===== src/rtl/utmi_wa_pkg.sv =====
`timescale 1ns/1ps
package utmi_wa_pkg;
  localparam int unsigned BYTE_W = 8;
  localparam int unsigned LANES  = 2;
  localparam int unsigned WORD_W = BYTE_W * LANES;
  localparam int unsigned CNT_W  = $clog2(LANES + 1);

  typedef logic [BYTE_W-1:0] byte_t;
  typedef logic [WORD_W-1:0] word_t;
  typedef logic [CNT_W-1:0]  cnt_t;

  typedef enum logic {
    WIDTH_8  = 1'b0,
    WIDTH_16 = 1'b1
  } width_e;
endpackage


===== src/rtl/utmi_wa_tx_pack.sv =====
`timescale 1ns/1ps
module utmi_wa_tx_pack
  import utmi_wa_pkg::*;
(
  input  logic   clk_i,
  input  logic   rst_ni,
  input  width_e width_i,
  input  logic   in_valid_i,
  input  byte_t  in_data_i,
  input  logic   in_last_i,
  output logic   in_ready_o,
  output logic   out_valid_o,
  output word_t  out_data_o,
  output logic   out_full_o,
  input  logic   out_ready_i,
  output logic   empty_o
);
  byte_t lane_q [LANES];
  byte_t lane_d [LANES];
  cnt_t  cnt_q, cnt_d, cnt_base;
  logic  done_q, done_d, done_base;
  logic  consume, accept;

  assign consume    = done_q & out_ready_i;
  assign in_ready_o = ~done_q | out_ready_i;
  assign accept     = in_valid_i & in_ready_o;

  always_comb begin
    cnt_base  = consume ? '0 : cnt_q;
    done_base = consume ? 1'b0 : done_q;
    cnt_d     = cnt_base;
    done_d    = done_base;
    for (int i = 0; i < LANES; i++) lane_d[i] = lane_q[i];
    if (accept) begin
      for (int i = 0; i < LANES; i++) begin
        if (cnt_base == cnt_t'(i)) lane_d[i] = in_data_i;
      end
      cnt_d  = cnt_base + cnt_t'(1);
      // word closes on narrow width, packet end, or top lane filled
      done_d = (width_i == WIDTH_8) | in_last_i | (cnt_base == cnt_t'(LANES - 1));
    end
  end

  always_ff @(posedge clk_i or negedge rst_ni) begin
    if (!rst_ni) begin
      cnt_q  <= '0;
      done_q <= 1'b0;
      for (int i = 0; i < LANES; i++) lane_q[i] <= '0;
    end else begin
      cnt_q  <= cnt_d;
      done_q <= done_d;
      for (int i = 0; i < LANES; i++) lane_q[i] <= lane_d[i];
    end
  end

  for (genvar g = 0; g < LANES; g++) begin : g_lane_out
    assign out_data_o[g*BYTE_W +: BYTE_W] = (cnt_q > cnt_t'(g)) ? lane_q[g] : '0;
  end

  assign out_valid_o = done_q;
  assign out_full_o  = done_q & (cnt_q == cnt_t'(LANES));
  assign empty_o     = (cnt_q == '0);
endmodule


===== src/rtl/utmi_wa_rx_split.sv =====
`timescale 1ns/1ps
module utmi_wa_rx_split
  import utmi_wa_pkg::*;
(
  input  width_e width_i,
  input  logic   valid_i,
  input  word_t  bus_i,
  input  logic   hv_i,
  output cnt_t   push_cnt_o,
  output word_t  push_data_o
);
  always_comb begin
    push_cnt_o  = '0;
    push_data_o = '0;
    if (width_i == WIDTH_8) begin
      // narrow receive lane is the top byte of the bus
      push_data_o[BYTE_W-1:0] = bus_i[WORD_W-1 -: BYTE_W];
      if (valid_i) push_cnt_o = cnt_t'(1);
    end else begin
      push_data_o = bus_i;
      if (valid_i) push_cnt_o = hv_i ? cnt_t'(LANES) : cnt_t'(1);
    end
  end
endmodule


===== src/rtl/utmi_wa_byte_fifo.sv =====
`timescale 1ns/1ps
module utmi_wa_byte_fifo
  import utmi_wa_pkg::*;
#(
  parameter int unsigned DEPTH = 4  // power of two
) (
  input  logic                     clk_i,
  input  logic                     rst_ni,
  input  cnt_t                     push_cnt_i,
  input  word_t                    push_data_i,
  input  logic                     pop_i,
  output logic                     valid_o,
  output byte_t                    data_o,
  output logic [$clog2(DEPTH):0]   level_o
);
  localparam int unsigned PTR_W = $clog2(DEPTH);
  localparam int unsigned LVL_W = PTR_W + 1;

  byte_t            mem_q [DEPTH];
  logic [PTR_W-1:0] wr_q, rd_q;
  logic [LVL_W-1:0] level_q;

  always_ff @(posedge clk_i) begin
    for (int l = 0; l < LANES; l++) begin
      if (push_cnt_i > cnt_t'(l))
        mem_q[wr_q + PTR_W'(l)] <= push_data_i[l*BYTE_W +: BYTE_W];
    end
  end

  always_ff @(posedge clk_i or negedge rst_ni) begin
    if (!rst_ni) begin
      wr_q    <= '0;
      rd_q    <= '0;
      level_q <= '0;
    end else begin
      wr_q    <= wr_q + PTR_W'(push_cnt_i);
      rd_q    <= rd_q + PTR_W'(pop_i);
      level_q <= level_q + LVL_W'(push_cnt_i) - LVL_W'(pop_i);
    end
  end

  assign valid_o = (level_q != '0);
  assign data_o  = mem_q[rd_q];
  assign level_o = level_q;
endmodule


===== src/rtl/utmi_width_adapter.sv =====
`timescale 1ns/1ps
module utmi_width_adapter
  import utmi_wa_pkg::*;
#(
  parameter int unsigned RX_DEPTH = 4
) (
  input  logic              clk_i,
  input  logic              rst_ni,
  input  logic              wide_sel_i,
  input  logic              lk_tx_valid_i,
  input  logic [BYTE_W-1:0] lk_tx_data_i,
  input  logic              lk_tx_last_i,
  output logic              lk_tx_ready_o,
  output logic              lk_rx_valid_o,
  output logic [BYTE_W-1:0] lk_rx_data_o,
  output logic              phy_txvalid_o,
  input  logic              phy_txready_i,
  input  logic              phy_rxvalid_i,
  input  logic [WORD_W-1:0] bus_i,
  output logic [WORD_W-1:0] bus_o,
  output logic [LANES-1:0]  bus_oe_o,
  input  logic              hv_i,
  output logic              hv_o,
  output logic              hv_oe_o
);
  localparam int unsigned LVL_W = $clog2(RX_DEPTH) + 1;

  width_e           mode_q;
  logic             tx_empty, tx_valid, tx_full;
  word_t            tx_word;
  logic             idle;
  cnt_t             rx_push_cnt;
  word_t            rx_push_data;
  logic [LVL_W-1:0] rx_level;

  // width follows the select only between packets
  assign idle = tx_empty & ~tx_valid & ~lk_tx_valid_i & ~phy_rxvalid_i;

  always_ff @(posedge clk_i or negedge rst_ni) begin
    if (!rst_ni)   mode_q <= WIDTH_8;
    else if (idle) mode_q <= width_e'(wide_sel_i);
  end

  utmi_wa_tx_pack u_tx (
    .clk_i       (clk_i),
    .rst_ni      (rst_ni),
    .width_i     (mode_q),
    .in_valid_i  (lk_tx_valid_i),
    .in_data_i   (lk_tx_data_i),
    .in_last_i   (lk_tx_last_i),
    .in_ready_o  (lk_tx_ready_o),
    .out_valid_o (tx_valid),
    .out_data_o  (tx_word),
    .out_full_o  (tx_full),
    .out_ready_i (phy_txready_i),
    .empty_o     (tx_empty)
  );

  assign phy_txvalid_o = tx_valid;
  assign bus_o         = tx_word;
  assign hv_o          = tx_full;
  assign hv_oe_o       = tx_valid & (mode_q == WIDTH_16);

  for (genvar g = 0; g < LANES; g++) begin : g_lane_oe
    if (g == 0) begin : g_base
      assign bus_oe_o[g] = tx_valid;
    end else begin : g_upper
      assign bus_oe_o[g] = tx_valid & (mode_q == WIDTH_16);
    end
  end

  utmi_wa_rx_split u_rx_split (
    .width_i     (mode_q),
    .valid_i     (phy_rxvalid_i),
    .bus_i       (bus_i),
    .hv_i        (hv_i),
    .push_cnt_o  (rx_push_cnt),
    .push_data_o (rx_push_data)
  );

  utmi_wa_byte_fifo #(.DEPTH(RX_DEPTH)) u_rx_fifo (
    .clk_i       (clk_i),
    .rst_ni      (rst_ni),
    .push_cnt_i  (rx_push_cnt),
    .push_data_i (rx_push_data),
    .pop_i       (lk_rx_valid_o),
    .valid_o     (lk_rx_valid_o),
    .data_o      (lk_rx_data_o),
    .level_o     (rx_level)
  );
endmodule


===== config.mk =====
export PLATFORM = sky130hd
export DESIGN_NAME = utmi_width_adapter
export DESIGN_NICKNAME = d
export VERILOG_FILES = /design/src/rtl/utmi_wa_pkg.sv /design/src/rtl/utmi_wa_tx_pack.sv /design/src/rtl/utmi_wa_rx_split.sv /design/src/rtl/utmi_wa_byte_fifo.sv /design/src/rtl/utmi_width_adapter.sv
export SDC_FILE = /design/constraint.sdc
export NUM_CORES = 1
export LEC_CHECK = 0
export BUFFER_PORTS_ARGS = -buffer_cell sky130_fd_sc_hd__buf_2
export CAP_MARGIN = 20
export CORE_MARGIN = 3
export CORE_UTILIZATION = 56
export CTS_CLUSTER_SIZE = 40
export DETAILED_ROUTE_END_ITERATION = 6
export PLACE_DENSITY = 0.82
export SYNTH_ARGS = -nofsm -noshare
export SYNTH_HDL_FRONTEND = slang
export SYNTH_SLANG_ARGS = --single-unit

===== constraint.sdc =====
create_clock -name clk_i -period 4.3 [get_ports clk_i]
set_input_delay 0 -clock clk_i [delete_from_list [all_inputs] [get_ports clk_i]]
set_output_delay 0 -clock clk_i [all_outputs]
set_load 0.005 [all_outputs]

# Word level (Yosys, flattened, before mapping)
# Memory sizes are Yosys's and may differ from the RTL's.
# Cells that the tools add are included.
# op_classes
addsub	6
n_mul	0
div	0
order_cmp	4
n_eq_ne	2
shifts	0
n_mux	16
bitwise_logic	14
reduce_logical	6
# op_table
op	n
$mux W8	4
$mux W2	5
$gt A2 B1 Y1 const B	4
$and A1 B1 Y1	7
$mux W1	7
$add A2 B1 Y2 const B	2
$logic_not A2 Y1	2
$not A1 Y1	4
$reduce_and A2 Y1	2
$add A3 B2 Y3	1
$or A1 B1 Y1	3
$reduce_bool A3 Y1	1
$sub A3 B1 Y3	1
$add A2 B1 Y2	1
$add A2 B2 Y2	1
$eq A2 B1 Y1 const B	1
$eq A2 B2 Y1 const B	1
$reduce_bool A2 Y1	1
# totals
regBits	27
latch_bits	0
mem_bits_rw	32
rom_bits	0
input_bits	32
output_inout_bits	31
elab_cells	57
n_memories	1
# memory_table
name	words	width	rd	rd_ports_with_merged_regs	wr	line	source
u_rx_fifo.mem_q	4	8	1	0	2	utmi_wa_byte_fifo.sv:19	byte_t mem_q [DEPTH];

# Logic depth before layout (Yosys ltp)
# depth
word_depth	6
ltp_mapped	11
depth_no_buf	10

# Modules after synthesis
# From an unflattened synthesis, not the netlist that was laid out.
# unflattened
cells_unflattened	214
area_unflattened_um2	3230.6
# modules_own_cells
module	instances	cells_each	area_each_um2	seq_area_each_um2
utmi_wa_byte_fifo	1	114	1965.6	1136.1
utmi_wa_tx_pack	1	74	980.9	475.5
utmi_wa_rx_split	1	20	210.2	0.0
utmi_width_adapter	1	6	73.8	25.0

# Worst setup path before layout
# No wires, ideal clock.
# synth_path
kind	flip-flop to flip-flop
startpoint	reg u_rx_fifo.level_q[2] (netlist: u_rx_fifo.level_o[2])
endpoint	reg u_rx_fifo.level_q[2] (netlist: u_rx_fifo.level_o[2])
setup_time_ns	0.123
arrival_time_ns	1.909
required_time_ns	4.177
slack_ns	2.268
stages_incl_launch_ff	9
path_buffers	0
synth_period_minus_slack_ns	2.032
cell_sequence	dfrtp_1 -> or3_1 -> ha_1 -> inv_1 -> ha_1 -> inv_1 -> fa_1 -> xor2_1 -> xnor2_1
# synth_between
elab_chain_len	2
elab_cells_between_ends	3
classes_between	add/sub: 2; reduce/logical: 1
# synth_lines
element	line	source
start, declared	utmi_wa_byte_fifo.sv:21	logic [LVL_W-1:0] level_q;
start signal, assigned	utmi_wa_byte_fifo.sv:38	level_q <= level_q + LVL_W'(push_cnt_i) - LVL_W'(pop_i);
$reduce_bool A3 Y1	utmi_wa_byte_fifo.sv:42	assign valid_o = (level_q != '0);
named net lk_rx_valid_o	utmi_width_adapter.sv:14	output logic lk_rx_valid_o,
$sub A3 B1 Y3	utmi_wa_byte_fifo.sv:38	
# The timed path passes the listed nets, and every way through them passes these cells.
# A chain may end at the register's enable or synchronous reset.

# Final worst setup path
# layout_path
startpoint	reg mode_q
endpoint	reg u_rx_fifo.level_q[2] (netlist: u_rx_fifo.level_o[2])
# layout_between
elab_chain_len	3
# layout_lines
element	line	source
start, declared	utmi_width_adapter.sv:28	width_e mode_q;
start signal, assigned	utmi_width_adapter.sv:41	else if (idle) mode_q <= width_e'(wide_sel_i);
$mux W2	utmi_wa_rx_split.sv:15	if (width_i == WIDTH_8) begin
$add A3 B2 Y3	utmi_wa_byte_fifo.sv:38	
$sub A3 B1 Y3	utmi_wa_byte_fifo.sv:38	
# Every way passes these cells.

==> results.json <==
{
  "outcome": "completed",
  "diodes": 0,
  "worst-path-max-fanout": 10,
  "postCtsSetupBuffers": 0,
  "ys_ff_latch": 59,
  "clkSlewWorstSetupHoldPaths_ns": 0.06,
  "area.growth.synth_to_final_pct": 23.4,
  "die_area_mm2": 0.00619,
  "reg2reg_depth": 10,
  "ioPinCount": 63,
  "power_density_mw_per_mm2": 648,
  "top_cells_by_area_synth": "edfxtp_1 33%, dfrtp_1 23%, mux2_2 18%",
  "totalWireLength_mm": 5.92,
  "ant_nets": 0,
  "worst_slew_pin_slew_ns": 0.827,
  "antenna_found_initial": 0,
  "clock-root-buffer": "clkbuf_8",
  "postSynthAreaPerCell_um2": 15.0,
  "worst_r2r_endpoint": "u_rx_fifo.level_o[2]$_DFF_PN0_",
  "grt-ovfl-total": 0,
  "synthesized_instance_count": 197,
  "synth_sequential_area_ratio_pct": 55.4,
  "timing.critical_path.from": "mode_q$_DFFE_PN0P_",
  "drtIter0Drc": 81,
  "cts_sinks": 59,
  "htree_levels": 3,
  "rsz0062_at_grt": "no",
  "clock-skew-final_ns": 0.00531,
  "r2r_start": "mode_q$_DFFE_PN0P_",
  "cts_made_buffers": 9,
  "critical_path.endpoint_type": "flip-flop",
  "pin_count_of_the_biggest_net_entering_global_routing": 28,
  "max_slew_margin_pct": 44.7,
  "yosysWarnings": 0,
  "setup_total_negative_slack_ns": 0,
  "critPathArrivalTime_ns": 2.50,
  "hold_violations": 0,
  "worst_ep_required_ns": 4.52,
  "avgRoutedWirePerCell_um": 16.8,
  "syn-num-nets": 237,
  "core_area_mm2": 0.00491,
  "drive_gt1_share_pct": 48.8,
  "post-route-cell-area_mm2": 0.00365,
  "critPathCapture": "u_rx_fifo.level_o[2]$_DFF_PN0_",
  "cts_hold_fix_bufs": 16,
  "fmax_mhz": 440,
  "via_per_inst": 5.29,
  "grt.total_usage_pct": 20.7,
  "count_of_unresolved_drc_violations_after_routing": 0,
  "insertion_delay_ns": 0.33,
  "post_cts_resize_count": 0,
  "synth_top_area_share_pct": 32.5,
  "die_h_um": 78.6,
  "ir_drop_uv": 413,
  "crit_type": "reg -> reg",
  "finalMaxSlewViolations": 0,
  "n_fill_cell": 331,
  "die_w_um": 78.6,
  "post_synthesis_cell_area_mm2": 0.00296,
  "design.final.nets": 320,
  "drtPass1Iterations": 5,
  "fin_crit_sh_pct": 52.9,
  "vias_in_the_first_global_route": 2005,
  "placement.io_buffers": 62,
  "detailroute.via_count": 1861,
  "core.rowCount": 25,
  "max_cap_viol_count": 0,
  "effective_utilization_at_floorplan_pct": 60.2,
  "post-dp-hpwl_mm": 4.11,
  "cts_buffer_depth": 2,
  "grt_first_pass_wirelength_mm": 9.59,
  "ff2ff_setup_slack_ns": 2.03,
  "post-route-util_pct": 74.3,
  "finalSetupViolations": 0,
  "synth.largest_area_cell": "edfxtp_1",
  "hp-class": "in -> reg",
  "post_dp_cell_area_mm2": 0.00331,
  "tritoncts": "yes",
  "min_tclk_post_route_ns": 2.27,
  "ys_types": 33,
  "power.leakage_nw": 1.55,
  "worstSetupStartpointType": "flip-flop",
  "gp_congestion": 0.841
}
==> power by group <==
part           switching (mW)  internal (mW)
clock                   0.206          0.239
sequential              0.152          0.834
combinational           0.409          0.522
==> sequential cells by signal (all words and copies together), names as in the netlist <==
name               flops
mode_q                 1
u_rx_fifo.level_o      3
u_rx_fifo.mem_q       32
u_rx_fifo.rd_q         2
u_rx_fifo.wr_q         2
u_tx.cnt_q             2
u_tx.lane_q           16
u_tx.out_valid_o       1
==> synth_stat cells <==
cell type and number:
nand2_4 1, clkbuf_1 2, or2_2 1, nand3_1 1, nor2_1 2, a21boi_0 1
xnor2_1 2, dfrtp_1 27, mux2i_1 1, fa_1 1, mux4_2 8, mux2_1 2
nand2_1 9, ha_1 7, and3b_1 1, xor2_1 4, buf_4 3, o21ai_4 4
nand3_2 2, or3_1 1, mux2_2 47, buf_2 2, nor3_1 1, nor2b_1 8
nand2b_1 3, inv_1 8, and3_1 1, o21ai_0 1, o31ai_1 1, or2_1 1
a21o_1 1, edfxtp_1 32, and2_1 11
==> metrics by stage <==
| stage | power, mW | hold slack (ns) | instances | setup slack (ns) |
|---|---|---|---|---|
| after global routing | 2.52 | 0.0131 | 352 | 1.87 |
| after floorplan | 1.62 | -0.296 | 197 | 2.27 |
| after CTS | 2.39 | 0.000460 | 351 | 1.83 |
| after global placement | 1.89 | 0.0402 | 319 | 2.01 |
| after detailed placement | 1.92 | 0.0405 | 319 | 1.85 |
| final | 2.36 | 0.0189 | 352 | 2.03 |
==> cells in the final DEF, fill, tap and decap left out, types with 3 or more instances in the layout <==
cell | Yosys | final
buf_2 | 2 | 63
mux4_2 | 8 | 8
nand2b_1 | 3 | 3
clkbuf_1 | 2 | 3
nor2b_1 | 8 | 8
dfrtp_1 | 27 | 27
and2_1 | 11 | 11
clkbuf_8 | 0 | 11
inv_1 | 8 | 8
edfxtp_1 | 32 | 32
xor2_1 | 4 | 4
o21ai_4 | 4 | 4
nand2_1 | 9 | 9
dlygate4sd3_1 | 0 | 16
ha_1 | 7 | 7
mux2_2 | 47 | 47
==> how the worst min path moves through the flow <==
stage / start / to / slack [ns] / depth (start not counted)
after floorplan: rst_ni / mode_q$_DFFE_PN0P_ / -0.30 / 0
after global placement: rst_ni / u_tx.cnt_q[1]$_DFF_PN0_ / 0.04 / 1
after detailed placement: rst_ni / u_tx.cnt_q[0]$_DFF_PN0_ / 0.04 / 1
after CTS: bus_i[2] / u_rx_fifo.mem_q[3][2]$_DFFE_PP_ / 0.0005 / 2
after global routing: bus_i[5] / u_rx_fifo.mem_q[3][5]$_DFFE_PP_ / 0.01 / 2
final: bus_i[5] / u_rx_fifo.mem_q[3][5]$_DFFE_PP_ / 0.02 / 2
==> kinds of logic after synthesis <==
logic type               after synthesis  share of synthesized area (%)
flip-flops                            59                           55.4
multiplexers                          58                           25.1
AND/OR/NAND/NOR                       43                           8.59
buffers and inverters                 15                           2.37
AO/OA/AOI/OAI                          8                           3.13
adder cells (fa/ha/maj)                8                           3.64
XOR/XNOR                               6                           1.78
==> final cells by class <==
cell class	count	area [um2]	share of cell area [%]
Tap cell	67	83.8	2.30
Inverter	8	30.0	0.823
Clock inverter	2	10.0	0.274
Timing Repair Buffer	79	475	13.0
Multi-Input combinational cell	123	1250	34.2
Sequential cell	59	1640	44.9
Clock buffer	14	163	4.46
==> routing by layer <==
metal	wire length, um	GRT usage [%]	vias up
met4	113	9.62	0
met2	3030	34.7	50
li1	-	-	880
met3	307	4.36	10
met1	2460	25.6	921
met5	0	0	-
==> critical path, cell delays in order (launching register included) <==
cell     delay [ns]
dfrtp_1        0.64
nand2_1        0.15
and2_1         0.21
inv_1          0.06
ha_1           0.22
inv_1          0.05
ha_1           0.13
inv_1          0.05
fa_1           0.37
xor2_1         0.16
xnor2_1        0.12
Power figures use the tool's default switching activity.
